`src/rtl/wdg_pkg.sv`:
```
package wdg_pkg;

   typedef enum logic [1:0] {
      MODE_FAST = 2'd0,
      MODE_SLOW = 2'd1,
      MODE_OFF  = 2'd2
   } wd_mode_e;

   typedef enum logic [1:0] {
      ST_IDLE   = 2'd0,
      ST_IGNORE = 2'd1,
      ST_WATCH  = 2'd2,
      ST_DONE   = 2'd3
   } wd_state_e;

   // strap code {b1,b0}: 00 fast, 01 slow, 10 fast, 11 off
   function automatic wd_mode_e decode_mode(input logic b1, input logic b0);
      wd_mode_e m;
      case ({b1, b0})
         2'b01:   m = MODE_SLOW;
         2'b11:   m = MODE_OFF;
         default: m = MODE_FAST;
      endcase
      return m;
   endfunction

endpackage

```
`src/rtl/wdg_timebase.sv`:
```
module wdg_timebase
   import wdg_pkg::*;
#(
   parameter int CLKS_PER_TICK = 4,
   parameter int SLOW_DIV      = 2
) (
   input  logic     clk,
   input  logic     rst_n,
   input  logic     clr_i,
   input  wd_mode_e mode_i,
   output logic     strobe_o
);

   localparam int TW      = (CLKS_PER_TICK > 1) ? $clog2(CLKS_PER_TICK) : 1;
   localparam int DW      = (SLOW_DIV > 1) ? $clog2(SLOW_DIV) : 1;
   localparam logic [TW-1:0] TICK_LAST = TW'(CLKS_PER_TICK - 1);
   localparam logic [DW-1:0] DIV_LAST  = DW'(SLOW_DIV - 1);

   generate
      if (CLKS_PER_TICK < 2) begin : g_bad_tick
         $error("wdg_timebase: CLKS_PER_TICK must be at least 2");
      end
      if (SLOW_DIV < 1) begin : g_bad_div
         $error("wdg_timebase: SLOW_DIV must be at least 1");
      end
   endgenerate

   logic [TW-1:0] tick_cnt;
   logic          tick;

   assign tick = (tick_cnt == TICK_LAST);

   always_ff @(posedge clk or negedge rst_n) begin
      if (!rst_n) begin
         tick_cnt <= '0;
      end else if (clr_i || tick) begin
         tick_cnt <= '0;
      end else begin
         tick_cnt <= tick_cnt + 1'b1;
      end
   end

   logic slow_hit;

   generate
      if (SLOW_DIV > 1) begin : g_div
         logic [DW-1:0] div_cnt;
         always_ff @(posedge clk or negedge rst_n) begin
            if (!rst_n) begin
               div_cnt <= '0;
            end else if (clr_i) begin
               div_cnt <= '0;
            end else if (tick) begin
               div_cnt <= (div_cnt == DIV_LAST) ? '0 : div_cnt + 1'b1;
            end
         end
         assign slow_hit = tick && (div_cnt == DIV_LAST);
      end else begin : g_nodiv
         assign slow_hit = tick;
      end
   endgenerate

   always_comb begin
      if (clr_i) begin
         strobe_o = 1'b0;
      end else if (mode_i == MODE_SLOW) begin
         strobe_o = slow_hit;
      end else begin
         strobe_o = tick;
      end
   end


   strobe_gap_chk: assert property (@(posedge clk) disable iff (!rst_n)
      strobe_o |=> !strobe_o);

endmodule

```
`src/rtl/wdg_trig_qual.sv`:
```
module wdg_trig_qual #(
   parameter int SYNC_STAGES = 2
) (
   input  logic clk,
   input  logic rst_n,
   input  logic clr_i,
   input  logic strobe_i,
   input  logic trig_i,
   output logic valid_o
);

   localparam int HIST_LEN = 4;
   localparam logic [HIST_LEN-1:0] PATTERN = 4'b1100;

   generate
      if (SYNC_STAGES < 0) begin : g_bad_sync
         $error("wdg_trig_qual: SYNC_STAGES must not be negative");
      end
   endgenerate

   logic trig_s;

   generate
      if (SYNC_STAGES == 0) begin : g_nosync
         assign trig_s = trig_i;
      end else begin : g_sync
         logic [SYNC_STAGES-1:0] sync_q;
         always_ff @(posedge clk or negedge rst_n) begin
            if (!rst_n) begin
               sync_q <= '0;
            end else begin
               sync_q <= {sync_q[SYNC_STAGES-2 >= 0 ? SYNC_STAGES-2 : 0 : 0], trig_i};
            end
         end
         assign trig_s = sync_q[SYNC_STAGES-1];
      end
   endgenerate

   logic [HIST_LEN-1:0] hist_q;
   logic [HIST_LEN-1:0] hist_d;

   assign hist_d = {hist_q[HIST_LEN-2:0], trig_s};

   always_ff @(posedge clk or negedge rst_n) begin
      if (!rst_n) begin
         hist_q  <= '0;
         valid_o <= 1'b0;
      end else if (clr_i) begin
         hist_q  <= '0;
         valid_o <= 1'b0;
      end else begin
         valid_o <= strobe_i && (hist_d == PATTERN);
         if (strobe_i) begin
            hist_q <= hist_d;
         end
      end
   end


   valid_after_sample_chk: assert property (@(posedge clk) disable iff (!rst_n)
      valid_o |-> $past(strobe_i));


   valid_single_chk: assert property (@(posedge clk) disable iff (!rst_n)
      valid_o |=> !valid_o);

endmodule

```
`src/rtl/wdg_load_gate.sv`:
```
module wdg_load_gate (
   input  logic clk,
   input  logic rst_n,
   input  logic load_lo_i,
   input  logic load_hi_i,
   output logic en_o
);

   always_ff @(posedge clk or negedge rst_n) begin
      if (!rst_n) begin
         en_o <= 1'b1;
      end else if (load_hi_i) begin
         en_o <= 1'b1;
      end else if (load_lo_i) begin
         en_o <= 1'b0;
      end
   end


   resume_cause_chk: assert property (@(posedge clk) disable iff (!rst_n)
      $rose(en_o) |-> $past(load_hi_i));


   suspend_cause_chk: assert property (@(posedge clk) disable iff (!rst_n)
      $fell(en_o) |-> $past(load_lo_i));

endmodule

```
`src/rtl/wdg_seq.sv`:
```
module wdg_seq
   import wdg_pkg::*;
#(
   parameter int PERIOD_SAMPLES = 64
) (
   input  logic     clk,
   input  logic     rst_n,
   input  logic     rel_i,
   input  logic     strobe_i,
   input  logic     trig_valid_i,
   input  logic     load_en_i,
   input  wd_mode_e mode_req_i,
   output logic     clr_o,
   output wd_mode_e act_mode_o,
   output logic     req_o
);

   localparam int CW = (PERIOD_SAMPLES > 1) ? $clog2(PERIOD_SAMPLES) : 1;
   localparam logic [CW-1:0] CNT_LAST = CW'(PERIOD_SAMPLES - 1);

   generate
      if (PERIOD_SAMPLES < 2) begin : g_bad_period
         $error("wdg_seq: PERIOD_SAMPLES must be at least 2");
      end
   endgenerate

   wd_state_e     state;
   logic [CW-1:0] cnt;

   assign clr_o = (state == ST_IDLE) || (state == ST_DONE);

   always_ff @(posedge clk or negedge rst_n) begin
      if (!rst_n) begin
         state      <= ST_IDLE;
         cnt        <= '0;
         act_mode_o <= MODE_FAST;
         req_o      <= 1'b0;
      end else begin
         req_o <= 1'b0;
         if (!rel_i) begin
            state <= ST_IDLE;
            cnt   <= '0;
         end else begin
            case (state)
               ST_IDLE: begin
                  state      <= ST_IGNORE;
                  cnt        <= '0;
                  act_mode_o <= mode_req_i;
               end
               ST_IGNORE: begin
                  if (strobe_i) begin
                     if (cnt == CNT_LAST) begin
                        state      <= ST_WATCH;
                        cnt        <= '0;
                        act_mode_o <= mode_req_i;
                     end else begin
                        cnt <= cnt + 1'b1;
                     end
                  end
               end
               ST_WATCH: begin
                  if (trig_valid_i && load_en_i) begin
                     cnt        <= '0;
                     act_mode_o <= mode_req_i;
                  end else if (strobe_i) begin
                     if (!load_en_i) begin
                        cnt <= '0;
                     end else if (cnt == CNT_LAST) begin
                        if (act_mode_o != MODE_OFF) begin
                           req_o <= 1'b1;
                           state <= ST_DONE;
                        end else begin
                           cnt        <= '0;
                           act_mode_o <= mode_req_i;
                        end
                     end else begin
                        cnt <= cnt + 1'b1;
                     end
                  end
               end
               default: begin
                  state <= ST_DONE;
               end
            endcase
         end
      end
   end


   req_pulse_chk: assert property (@(posedge clk) disable iff (!rst_n)
      req_o |=> !req_o);


   req_not_off_chk: assert property (@(posedge clk) disable iff (!rst_n)
      req_o |-> (act_mode_o != MODE_OFF));


   done_hold_chk: assert property (@(posedge clk) disable iff (!rst_n)
      (state == ST_DONE && rel_i) |=> (state == ST_DONE && !req_o));


   idle_quiet_chk: assert property (@(posedge clk) disable iff (!rst_n)
      !$past(rel_i) |-> !req_o);

endmodule

```
`src/rtl/wdg_supervisor.sv`:
```
module wdg_supervisor
   import wdg_pkg::*;
#(
   parameter int CLKS_PER_TICK  = 4,
   parameter int SLOW_DIV       = 2,
   parameter int PERIOD_SAMPLES = 64,
   parameter int SYNC_STAGES    = 2
) (
   input  logic clk,
   input  logic rst_n,
   input  logic rel_i,
   input  logic trig_i,
   input  logic mode_b1_i,
   input  logic mode_b0_i,
   input  logic load_lo_i,
   input  logic load_hi_i,
   output logic rst_req_o
);

   wd_mode_e mode_req;
   wd_mode_e act_mode;
   logic     clr;
   logic     strobe;
   logic     trig_valid;
   logic     load_en;

   assign mode_req = decode_mode(mode_b1_i, mode_b0_i);

   wdg_timebase #(
      .CLKS_PER_TICK(CLKS_PER_TICK),
      .SLOW_DIV     (SLOW_DIV)
   ) u_timebase (
      .clk     (clk),
      .rst_n   (rst_n),
      .clr_i   (clr),
      .mode_i  (act_mode),
      .strobe_o(strobe)
   );

   wdg_trig_qual #(
      .SYNC_STAGES(SYNC_STAGES)
   ) u_qual (
      .clk     (clk),
      .rst_n   (rst_n),
      .clr_i   (clr),
      .strobe_i(strobe),
      .trig_i  (trig_i),
      .valid_o (trig_valid)
   );

   wdg_load_gate u_gate (
      .clk      (clk),
      .rst_n    (rst_n),
      .load_lo_i(load_lo_i),
      .load_hi_i(load_hi_i),
      .en_o     (load_en)
   );

   wdg_seq #(
      .PERIOD_SAMPLES(PERIOD_SAMPLES)
   ) u_seq (
      .clk         (clk),
      .rst_n       (rst_n),
      .rel_i       (rel_i),
      .strobe_i    (strobe),
      .trig_valid_i(trig_valid),
      .load_en_i   (load_en),
      .mode_req_i  (mode_req),
      .clr_o       (clr),
      .act_mode_o  (act_mode),
      .req_o       (rst_req_o)
   );

endmodule

```
`config.mk`:
```
export PLATFORM = sky130hd
export DESIGN_NAME = wdg_supervisor
export DESIGN_NICKNAME = d
export VERILOG_FILES = /design/src/rtl/wdg_pkg.sv /design/src/rtl/wdg_timebase.sv /design/src/rtl/wdg_trig_qual.sv /design/src/rtl/wdg_load_gate.sv /design/src/rtl/wdg_seq.sv /design/src/rtl/wdg_supervisor.sv
export SDC_FILE = /design/constraint.sdc
export NUM_CORES = 1
export LEC_CHECK = 0
export ABC_CLOCK_PERIOD_IN_PS = 2100
export BUFFER_PORTS_ARGS = -buffer_cell sky130_fd_sc_hd__buf_2
export CAP_MARGIN = 40
export CELL_PAD_IN_SITES_DETAIL_PLACEMENT = 1
export CELL_PAD_IN_SITES_GLOBAL_PLACEMENT = 2
export CORE_MARGIN = 2
export CORE_UTILIZATION = 34
export DETAILED_ROUTE_END_ITERATION = 6
export PLACE_DENSITY_LB_ADDON = 0.1
export SLEW_MARGIN = 20
export SYNTH_ARGS = -nofsm -noshare
export SYNTH_HDL_FRONTEND = slang
export SYNTH_SLANG_ARGS = --single-unit
```
`constraint.sdc`:
```
create_clock -name clk -period 2.1 [get_ports clk]
set_input_delay 0.21 -clock clk [delete_from_list [all_inputs] [get_ports clk]]
set_output_delay 0.21 -clock clk [all_outputs]
set_load 0.1 [all_outputs]
```
==> qor.yml, run 1 <==
grt_pass1_vias: 903
yosys.area_share.adder_pct: 6.64
num_vias: 882
path_clk_slew_ns: 0.13
synth_edf_count: 0
post-route-period-util_pct: 96.2
vias_per_cell: 5.07
mappedNetlistArea_um2: 1130
combinational_family_with_the_most_area_after_synthesis: "simple AND/OR/NAND/NOR gates"
route.final.wire_length_um: 2470
detail_route.drc_violations: 0
placeable_core_region_um2: 3100
tritoncts_clock_tree: "built"
max_cap_viol_count: 0
ir_worst_vdd_mv: 0.409
finalHoldViolCount: 0
synth_warnings: 0
setup.worst_path.start_class: "flip-flop"
grt_pass1_wl_um: 4220
grt_setup_unrepaired: "true"
detailedRoute.firstPassIterationCount: 4
synthDistinctLibCells: 39
synthCells: 109
place_ws_ns: 0.0289
synth-seq-area-share_pct: 46.6
report.final.setup_viol: 0
grt_antenna_before_repair: 0
areaGrowthSynthToFinish_pct: 19.2
synth_xor_xnor_area_share_pct: 0.774
timing.setup.critical_path_class: "reg2reg"
synth-compound-area-share_pct: 14.8
critPathRequiredTime_ns: 2.35
post_drt_wl_per_cell_um: 14.2
synth_fp_nets: 123
timing_worst_slew_pin_value_ns: 0.478
timing.final.crit_period_ns: 2.02
clk-insertion-delay-late_ns: 0.32
synth_seq_cells: 21
power_per_cell_area_nw_per_um2: 1050
final_antenna_net_count: 0
layout-drive-gt1-share_pct: 26.2
die_area_um2: 3800
overflow: 0
report.power.total_w: 0.00142
die-width_um: 61.7
root_buffer_cell: "clkbuf_4"
synth_simple_gate_area_share_pct: 22.9
cp_max_fo: 8
finalWeightedCongestion: 0.771
max_clock_freq_mhz: 495
grt_max_degree: 22
ys.flop_type: "dfrtp_1"
synth_async_sr_flop_share_pct: 100
final_cell_mix: "20 x dfrtp_1, 11 x nand2_1, 11 x buf_4"
grt_usage_pct: 15.4
layout.cells.most_common: "dfrtp_1"
worst_hold_path_type: "in2reg"
num_rows: 20
initial_core_util_pct: 36.5
crit_end_category: "flip-flop"
cts_htree_levels: 1
port_buffers: 8
number_of_diodes_added_for_antenna_fixing: 0
cts.repair_timing.setup_buffer_count: 0
final.setup.worst_slack_ns: 0.0808
max_slew_margin_pct: 68.1
skew_ns: 0.00780
cts_made_buffers: 3
ctsLongestPathBuffers: 2
finalCoreUtilization_pct: 43.5
drv_slew: 0
design.portCount: 9
cellLeakagePower_nw: 0.620
status: "complete, no violations"
dieHeight_um: 61.7
final_nets: 145
yosys-mux-area-fraction_pct: 3.76
arrival_ns: 2.27
syn_area_cell_um2: 10.4
detailedRoute.firstIterationViolations: 23
final.hold.worst_slack_ns: 0.0610
numClockSinks: 21
[cells in the mapped netlist (2+ instances only)]
master     n  area [µm²]
ha_1       6        75.1
buf_2      2        10.0
dfrtp_1   20         500
or3b_2     2        17.5
nor2_1     4        15.0
nor3_1     3        15.0
mux2i_1    2        20.0
nand2b_1   3        18.8
o21ai_0    4        20.0
nor4_1     2        12.5
nand2_1   11        41.3
nor3b_1    2        15.0
a21boi_0   3        22.5
a21oi_1    2        10.0
inv_1      7        26.3
mux2_2     2        22.5
and3b_1    3        26.3
o31ai_1    5        37.5
nand3_1    6        30.0
[sequential cells by signal (all words and copies together) (netlist names)]
name	cells
u_timebase.g_div.div_cnt	1
u_qual.g_sync.sync_q	2
u_seq.act_mode_o	2
u_seq.state	2
u_seq.cnt	6
u_seq.req_o	1
u_qual.valid_o	1
u_qual.hist_q	3
u_gate.en_o	1
u_timebase.tick_cnt	2
[where the power goes]
part	switching, W	internal, W	total [W]
logic	0.000350	0.000338	0.000687
clock network	0.000138	0.0000727	0.000211
registers	0.0000485	0.000476	0.000525
total	0.000536	0.000887	0.00142
[final timing paths]
check                      cells past startpoint                 endpoint               startpoint  slack [ns]
hold reg to reg                                0  u_qual.g_sync.sync_q[1]  u_qual.g_sync.sync_q[0]        0.38
hold / removal                                 2              u_gate.en_o                load_hi_i        0.06
setup / recovery                               7             u_seq.cnt[2]           u_seq.state[0]        0.08
setup reg to reg                               7             u_seq.cnt[2]           u_seq.state[0]        0.08
max in group asynchronous                      2              u_gate.en_o                    rst_n        1.39
min in group asynchronous                      2             u_seq.cnt[3]                    rst_n        0.36
[cell families (layout without fill, tap and decap cells)]
group,Yosys count,count (layout)
AND/OR/NAND/NOR,44,44
buffers and inverters,11,32
flip-flops,21,21
XOR/XNOR,1,1
adder cells (fa/ha/maj),6,6
AO/OA/AOI/OAI,22,22
multiplexers,4,4
[worst max-delay path, stage by stage (launching register included)]
cell and delay, ns:
dfrtp_1 0.41, inv_1 0.13, ha_2 0.26, and3b_1 0.20, o211ai_1 0.14, buf_4 0.20
or3b_2 0.45, o21ai_1 0.16
[layer usage]
layer / global-route usage [%] / wire (µm) / vias up
li1: - / - / 429
met1: 20.3 / 1190 / 438
met2: 24.1 / 1180 / 13
met3: 5.04 / 84 / 2
met4: 4.56 / 25 / 0
met5: 0 / 0 / -
[per-stage QoR]
stage / cells / setup TNS, ns / cell area [µm²]
after floorplan: 109 / 0 / 1130
final: 174 / 0 / 1350
after global routing: 174 / -0.0651 / 1350
after global placement: 168 / 0 / 1280
after detailed placement: 168 / 0 / 1280
after CTS: 174 / 0 / 1330
[what timing repair did]
item	in CTS	in global routing
setup endpoints to repair	0	4
hold endpoints to repair	21	0
resized for setup	0	3
hold buffers	2	0
[layout make-up]
cell class                      count  area [µm²]
Fill cell                         367        1750
Multi-Input combinational cell     77         568
Sequential cell                    21         527
Timing Repair Buffer               21         143
Tap cell                           44        55.1
Inverter                            7        26.3
Clock buffer                        3        22.5
Clock inverter                      1        7.51
(Power assumes the default switching activity.)
==> run 2: changes to the inputs <==
--- a/config.mk
+++ b/config.mk
@@ -5,15 +5,17 @@
 export SDC_FILE = /design/constraint.sdc
 export NUM_CORES = 1
 export LEC_CHECK = 0
+export ABC_AREA = 1
 export ABC_CLOCK_PERIOD_IN_PS = 2100
 export BUFFER_PORTS_ARGS = -buffer_cell sky130_fd_sc_hd__buf_2
 export CAP_MARGIN = 40
 export CELL_PAD_IN_SITES_DETAIL_PLACEMENT = 1
 export CELL_PAD_IN_SITES_GLOBAL_PLACEMENT = 2
 export CORE_MARGIN = 2
-export CORE_UTILIZATION = 34
+export CORE_UTILIZATION = 31
 export DETAILED_ROUTE_END_ITERATION = 6
 export PLACE_DENSITY_LB_ADDON = 0.1
+export RECOVER_POWER = 50
 export SLEW_MARGIN = 20
 export SYNTH_ARGS = -nofsm -noshare
 export SYNTH_HDL_FRONTEND = slang
==> qor.yml, run 2 <==
status: "complete, no violations"
initial_core_util_pct: 32.7
path_clk_slew_ns: 0.08
layout-drive-gt1-share_pct: 17.6
grt_pass1_wl_um: 4840
grt_pass1_vias: 1043
design.portCount: 9
mappedNetlistArea_um2: 1220
die-width_um: 66.6
synth_top_area_cells: "dfrtp_1 41%, nand2_1 11%, inv_1 6.8%, ha_1 6.2%, nor2_1 5.6%"
synth_seq_cells: 21
number_of_diodes_added_for_antenna_fixing: 0
ir_worst_vdd_mv: 0.372
cp_num_buf_inv: 1
timing.setup.tns_ns: 0
reg_top3: "u_seq.cnt: 6 flops, u_qual.hist_q: 3 flops"
final-instance-count-excl-fill: 213
post-route-period-util_pct: 82.5
ctsLongestPathBuffers: 2
detailedRoute.firstIterationViolations: 17
synth_warnings: 0
timing.final.crit_period_ns: 1.73
timing_worst_slew_pin_value_ns: 1.16
fillers: 468
report.final.setup_viol: 0
cts_made_buffers: 3
synth_edf_count: 0
ys.flop_type: "dfrtp_1"
synth_top_area_share_pct: 41.2
vias_per_cell: 4.67
max_clock_freq_mhz: 577
max_slew_margin_pct: 22.4
critical_path.max_stage_delay_ns: 0.44
numPlacedInstances: 208
numClockSinks: 21
synthDistinctLibCells: 24
largest-register: "u_seq.cnt"
crit_end_category: "flip-flop"
multiInputGateArea_um2: 591
synthCells: 153
dp_hpwl_um: 2170
worst_hold_path_type: "in2reg"
cp_slowest_cell: "ha_1"
power_per_cell_area_nw_per_um2: 1030
cts.repair_timing.setup_buffer_count: 0
layout.cells.most_common: "nand2_1"
synth.cells.most_frequent: "36 x nand2_1, 22 x inv_1, 20 x dfrtp_1"
crit_family: "simple AND/OR/NAND/NOR gates"
route.final.wire_length_um: 2700
syn_area_cell_um2: 7.95
finalWeightedCongestion: 0.720
skew_ns: 0.00224
num_rows: 22
final_nets: 180
die_area_um2: 4440
grt_max_degree: 22
cp_cell_sequence: "inv_1, ha_1, nand3_2, nand2_2, nand3_4, nor2_2, a21oi_2"
layout.area.seq_um2: 527
critPathRequiredTime_ns: 2.26
max_cap_viol_count: 0
tritoncts_clock_tree: "built"
arrival_ns: 1.89
final_cell_mix: "36 x nand2_1, 22 x inv_1, 20 x dfrtp_1"
clk-insertion-delay-late_ns: 0.26
overflow: 0
cts_htree_levels: 1
grt_setup_unrepaired: "false"
finalHoldViolCount: 0
placeable_core_region_um2: 3720
num_vias: 994
setup.worst_path.start_class: "flip-flop"
drv_slew: 0
grt_usage_pct: 14.8
most_used_standard_cell_by_instance_count_after_synthesis: "nand2_1"
dieHeight_um: 66.6
root_buffer_cell: "clkbuf_8"
synth_async_sr_flop_share_pct: 100
synth-seq-area-share_pct: 43.3
timing.setup.critical_path_class: "reg2reg"
detailedRoute.firstPassIterationCount: 4
final.hold.worst_slack_ns: 0.0482
cts_repair_resize_count: 0
post_drt_wl_per_cell_um: 12.7
grt_antenna_before_repair: 0
largest_register_ff_count: 6
areaGrowthSynthToFinish_pct: 12.2
cellLeakagePower_nw: 0.651
port_buffers: 8
synth_fp_nets: 167
post-synth-top-area-cell: "dfrtp_1"
detail_route.drc_violations: 0
cp_max_fo: 10
final_antenna_net_count: 0
==> run 2: path summary, 6_finish.rpt <==
path | start | end | slack (ns) | depth (start not counted)
setup / recovery | u_seq.state[0] | u_seq.cnt[3] | 0.37 | 7
hold / removal | trig_i | u_qual.g_sync.sync_q[0] | 0.05 | 1
setup reg to reg | u_seq.state[0] | u_seq.cnt[3] | 0.37 | 7
hold reg to reg | u_qual.g_sync.sync_q[0] | u_qual.g_sync.sync_q[1] | 0.36 | 0
max in group asynchronous | rst_n | u_timebase.tick_cnt[0] | 0.71 | 2
min in group asynchronous | rst_n | u_seq.cnt[2] | 0.70 | 2
==> run 2: layout make-up <==
type	count	area share, %
clock buffers	4	3.30
inverters	25	6.87
multi-input cells	106	43.3
flip-flops and latches	21	38.6
well taps	48	4.40
repair buffers	9	3.57
==> run 2: cells by family after synthesis <==
kind of cell / after synthesis / share of synthesized area, %
buffers and inverters: 26 / 8.13
AOI/OAI and AO/OA: 18 / 9.98
and+or+nand+nor: 82 / 32.4
DFF: 21 / 43.3
adders and majority gates: 6 / 6.17
==> run 2: repair_timing <==
item	in CTS	in global routing
hold buffers	1	0
setup endpoints to repair	0	0
hold endpoints to repair	20	0
==> run 2: layer usage <==
| metal | vias up | global-route usage [%] | share of wire, % |
|---|---|---|---|
| li1 | 511 | - | - |
| met4 | 0 | 5.36 | 1.5 |
| met3 | 5 | 2.53 | 2.0 |
| met2 | 8 | 23.5 | 46 |
| met5 | - | 0 | 0 |
| met1 | 470 | 20.0 | 50 |
==> run 2: power breakdown <==
part           switching [W]  internal [W]  total, W
Sequential         0.0000536      0.000477  0.000530
Clock               0.000135      0.000135  0.000271
Combinational       0.000402      0.000202  0.000603
Total               0.000591      0.000814   0.00140
==> run 2: stage by stage <==
stage | setup slack [ns] | power, W | cell area [µm²] | utilization, %
after global placement | 0.430 | 0.00114 | 1310 | 35.3
after floorplan | 0.601 | 0.00100 | 1220 | -
after detailed placement | 0.367 | 0.00115 | 1310 | 35.3
after CTS | 0.354 | 0.00143 | 1370 | 36.8
final | 0.367 | 0.00140 | 1370 | 36.7
after global routing | 0.208 | 0.00155 | 1370 | 36.7
==> run 3: changes to the inputs <==
--- a/config.mk
+++ b/config.mk
@@ -6,7 +6,7 @@
 export NUM_CORES = 1
 export LEC_CHECK = 0
 export ABC_AREA = 1
-export ABC_CLOCK_PERIOD_IN_PS = 2100
+export ABC_CLOCK_PERIOD_IN_PS = 1570
 export BUFFER_PORTS_ARGS = -buffer_cell sky130_fd_sc_hd__buf_2
 export CAP_MARGIN = 40
 export CELL_PAD_IN_SITES_DETAIL_PLACEMENT = 1
==> constraint.sdc (replaced) <==
create_clock -name clk -period 1.57 [get_ports clk]
set_input_delay 0.157 -clock clk [delete_from_list [all_inputs] [get_ports clk]]
set_output_delay 0.157 -clock clk [all_outputs]
set_load 0.1 [all_outputs]
==> qor.yml, run 3 (synthesized netlist as in run 2, its figures left out) <==
p_clk_share_pct: 16.0
root_buffer_cell: "clkbuf_8"
layout-drive-gt1-share_pct: 30.6
design.portCount: 9
largest_register_ff_count: 6
vias_per_cell: 4.75
num_rows: 22
max_slew_margin_pct: 63.8
arrival_ns: 1.67
timing.final.crit_period_ns: 1.51
grt_pass1_vias: 1182
number_of_diodes_added_for_antenna_fixing: 0
ctsLongestPathBuffers: 2
setup.worst_path.start_class: "flip-flop"
path_clk_slew_ns: 0.08
cp_cell_sequence: "inv_2, ha_4, nand3_2, nand2_2, nand3_2, nor2_2, a21oi_2"
cp_max_fo: 5
final_std_cell_area_no_fill_um2: 1530
tritoncts_clock_tree: "built"
critical_path.max_stage_delay_ns: 0.43
grt_antenna_before_repair: 0
worst_hold_path_type: "in2reg"
die_area_um2: 4440
skew_ns: 0.00235
report.power.total_w: 0.00223
report.final.setup_viol: 0
grt_setup_unrepaired: "true"
grt_max_degree: 22
grt_usage_pct: 15.8
max_cap_viol_count: 0
timing.setup.critical_path_class: "reg2reg"
dieHeight_um: 66.6
worst_hold_startpoint: "load_lo_i"
timing_worst_slew_pin_value_ns: 0.543
dp_hpwl_um: 2240
p_int_w: 0.00132
finalCoreUtilization_pct: 41.1
cts_htree_levels: 1
route.final.wire_length_um: 2960
hold-path-cell-count: 2
initial_core_util_pct: 32.7
max_clock_freq_mhz: 661
clk-insertion-delay-late_ns: 0.26
overflow: 0
power.share.switching_pct: 40.7
net-switching-power_w: 0.000910
place_ws_ns: -0.0178
die-width_um: 66.6
cellLeakagePower_nw: 0.727
drv_slew: 0
final_cell_mix: "34 x nand2_1, 20 x dfrtp_1, 19 x inv_1"
placed_area_um2: 1370
cts_made_buffers: 3
final_antenna_net_count: 0
post_drt_wl_per_cell_um: 13.0
final_nets: 195
final.setup.worst_slack_ns: 0.0582
detail_route.drc_violations: 0
grt_pass1_wl_um: 5290
num_vias: 1082
placeable_core_region_um2: 3720
status: "complete, no violations"
areaGrowthSynthToFinish_pct: 25.5
finalWeightedCongestion: 0.809
worstReg2RegEnd: "u_seq.cnt[3]"
rr_worst_depth: 7
ir_worst_vdd_mv: 0.651
reg_top3: "u_seq.cnt: 6 flops, u_qual.hist_q: 3 flops"
critPathRequiredTime_ns: 1.72
detailedRoute.firstIterationViolations: 45
crit_end_category: "flip-flop"
detailedRoute.firstPassIterationCount: 4
hold_end: "u_gate.en_o"
cp_slowest_cell: "dfrtp_1"
crit_path_frequent_cell: "nand3_2"
numClockSinks: 21
layout.cells.most_common: "nand2_1"
power.share.sequential_pct: 32.0
timing.setup.tns_ns: 0
port_buffers: 8
largest-register: "u_seq.cnt"
post-route-period-util_pct: 96.3
crit-reg2reg-launch: "u_seq.state[1]"
comb_power_share_pct: 52.0
reg2reg_setup_slack_ns: 0.06
finalHoldViolCount: 0
power_per_cell_area_nw_per_um2: 1460
## run 3: worst max path at each step
stage                   start           end  slack [ns]  cells past startpoint
2_1_floorplan  u_seq.state[0]  u_seq.cnt[3]        0.07                      8
3_3_place_gp   u_seq.state[0]  u_seq.cnt[5]        0.04                      9
3_5_place_dp   u_seq.state[1]  u_seq.cnt[4]       -0.02                      7
4_1_cts        u_seq.state[0]  u_seq.cnt[0]      -0.001                      9
5_1_grt        u_seq.state[1]  u_seq.cnt[3]       -0.04                      7
6_report       u_seq.state[1]  u_seq.cnt[3]        0.06                      7
## run 3: cell type report
class                      count  area (µm²)
fill                         461        2190
multi-input combinational    107         643
sequential                    21         527
timing repair buffer          23         158
inverter                      25        93.8
tap                           48        60.1
clock buffer                   4        45.0
## run 3: worst max-delay path: cells and delay by family (launching register included)
kind	cells	cell delay, ns
adder cells (fa/ha/maj)	1	0.29
AO/OA/AOI/OAI	1	0.04
buffers and inverters	1	0.08
flip-flops	1	0.43
AND/OR/NAND/NOR	4	0.57
## run 3: power groups by stage
stage / Clock, W / Combinational, W / Sequential (W)
after CTS: 0.000377 / 0.00102 / 0.000715
after floorplan: 0 / 0.000639 / 0.000703
after global placement: 0 / 0.000939 / 0.000714
after detailed placement: 0 / 0.000963 / 0.000724
final: 0.000358 / 0.00116 / 0.000714
after global routing: 0.000401 / 0.00131 / 0.000728
## run 3: metrics by stage
step / instances / hold slack, ns
floorplan: 153 / -0.139
global placement: 216 / 0.154
detailed placement: 216 / 0.154
CTS: 222 / 0.0447
global route: 228 / 0.0582
finish: 228 / 0.0466
## run 3: what timing repair did
item	4_1_cts	5_1_grt
setup buffers	0	5
gates resized for setup	3	10
pin swaps	0	6
hold buffers	2	0
cloned	0	1
endpoints found under the hold margin	21	0
setup endpoints to repair	6	10
## run 3: metal layers
| metal | up-vias | part of all wire, % | GRT usage (%) |
|---|---|---|---|
| met4 | 0 | 0.78 | 4.59 |
| met1 | 525 | 45 | 19.8 |
| met5 | - | 0 | 0 |
| met3 | 2 | 3.1 | 3.04 |
| met2 | 12 | 51 | 27.3 |
| li1 | 543 | - | - |
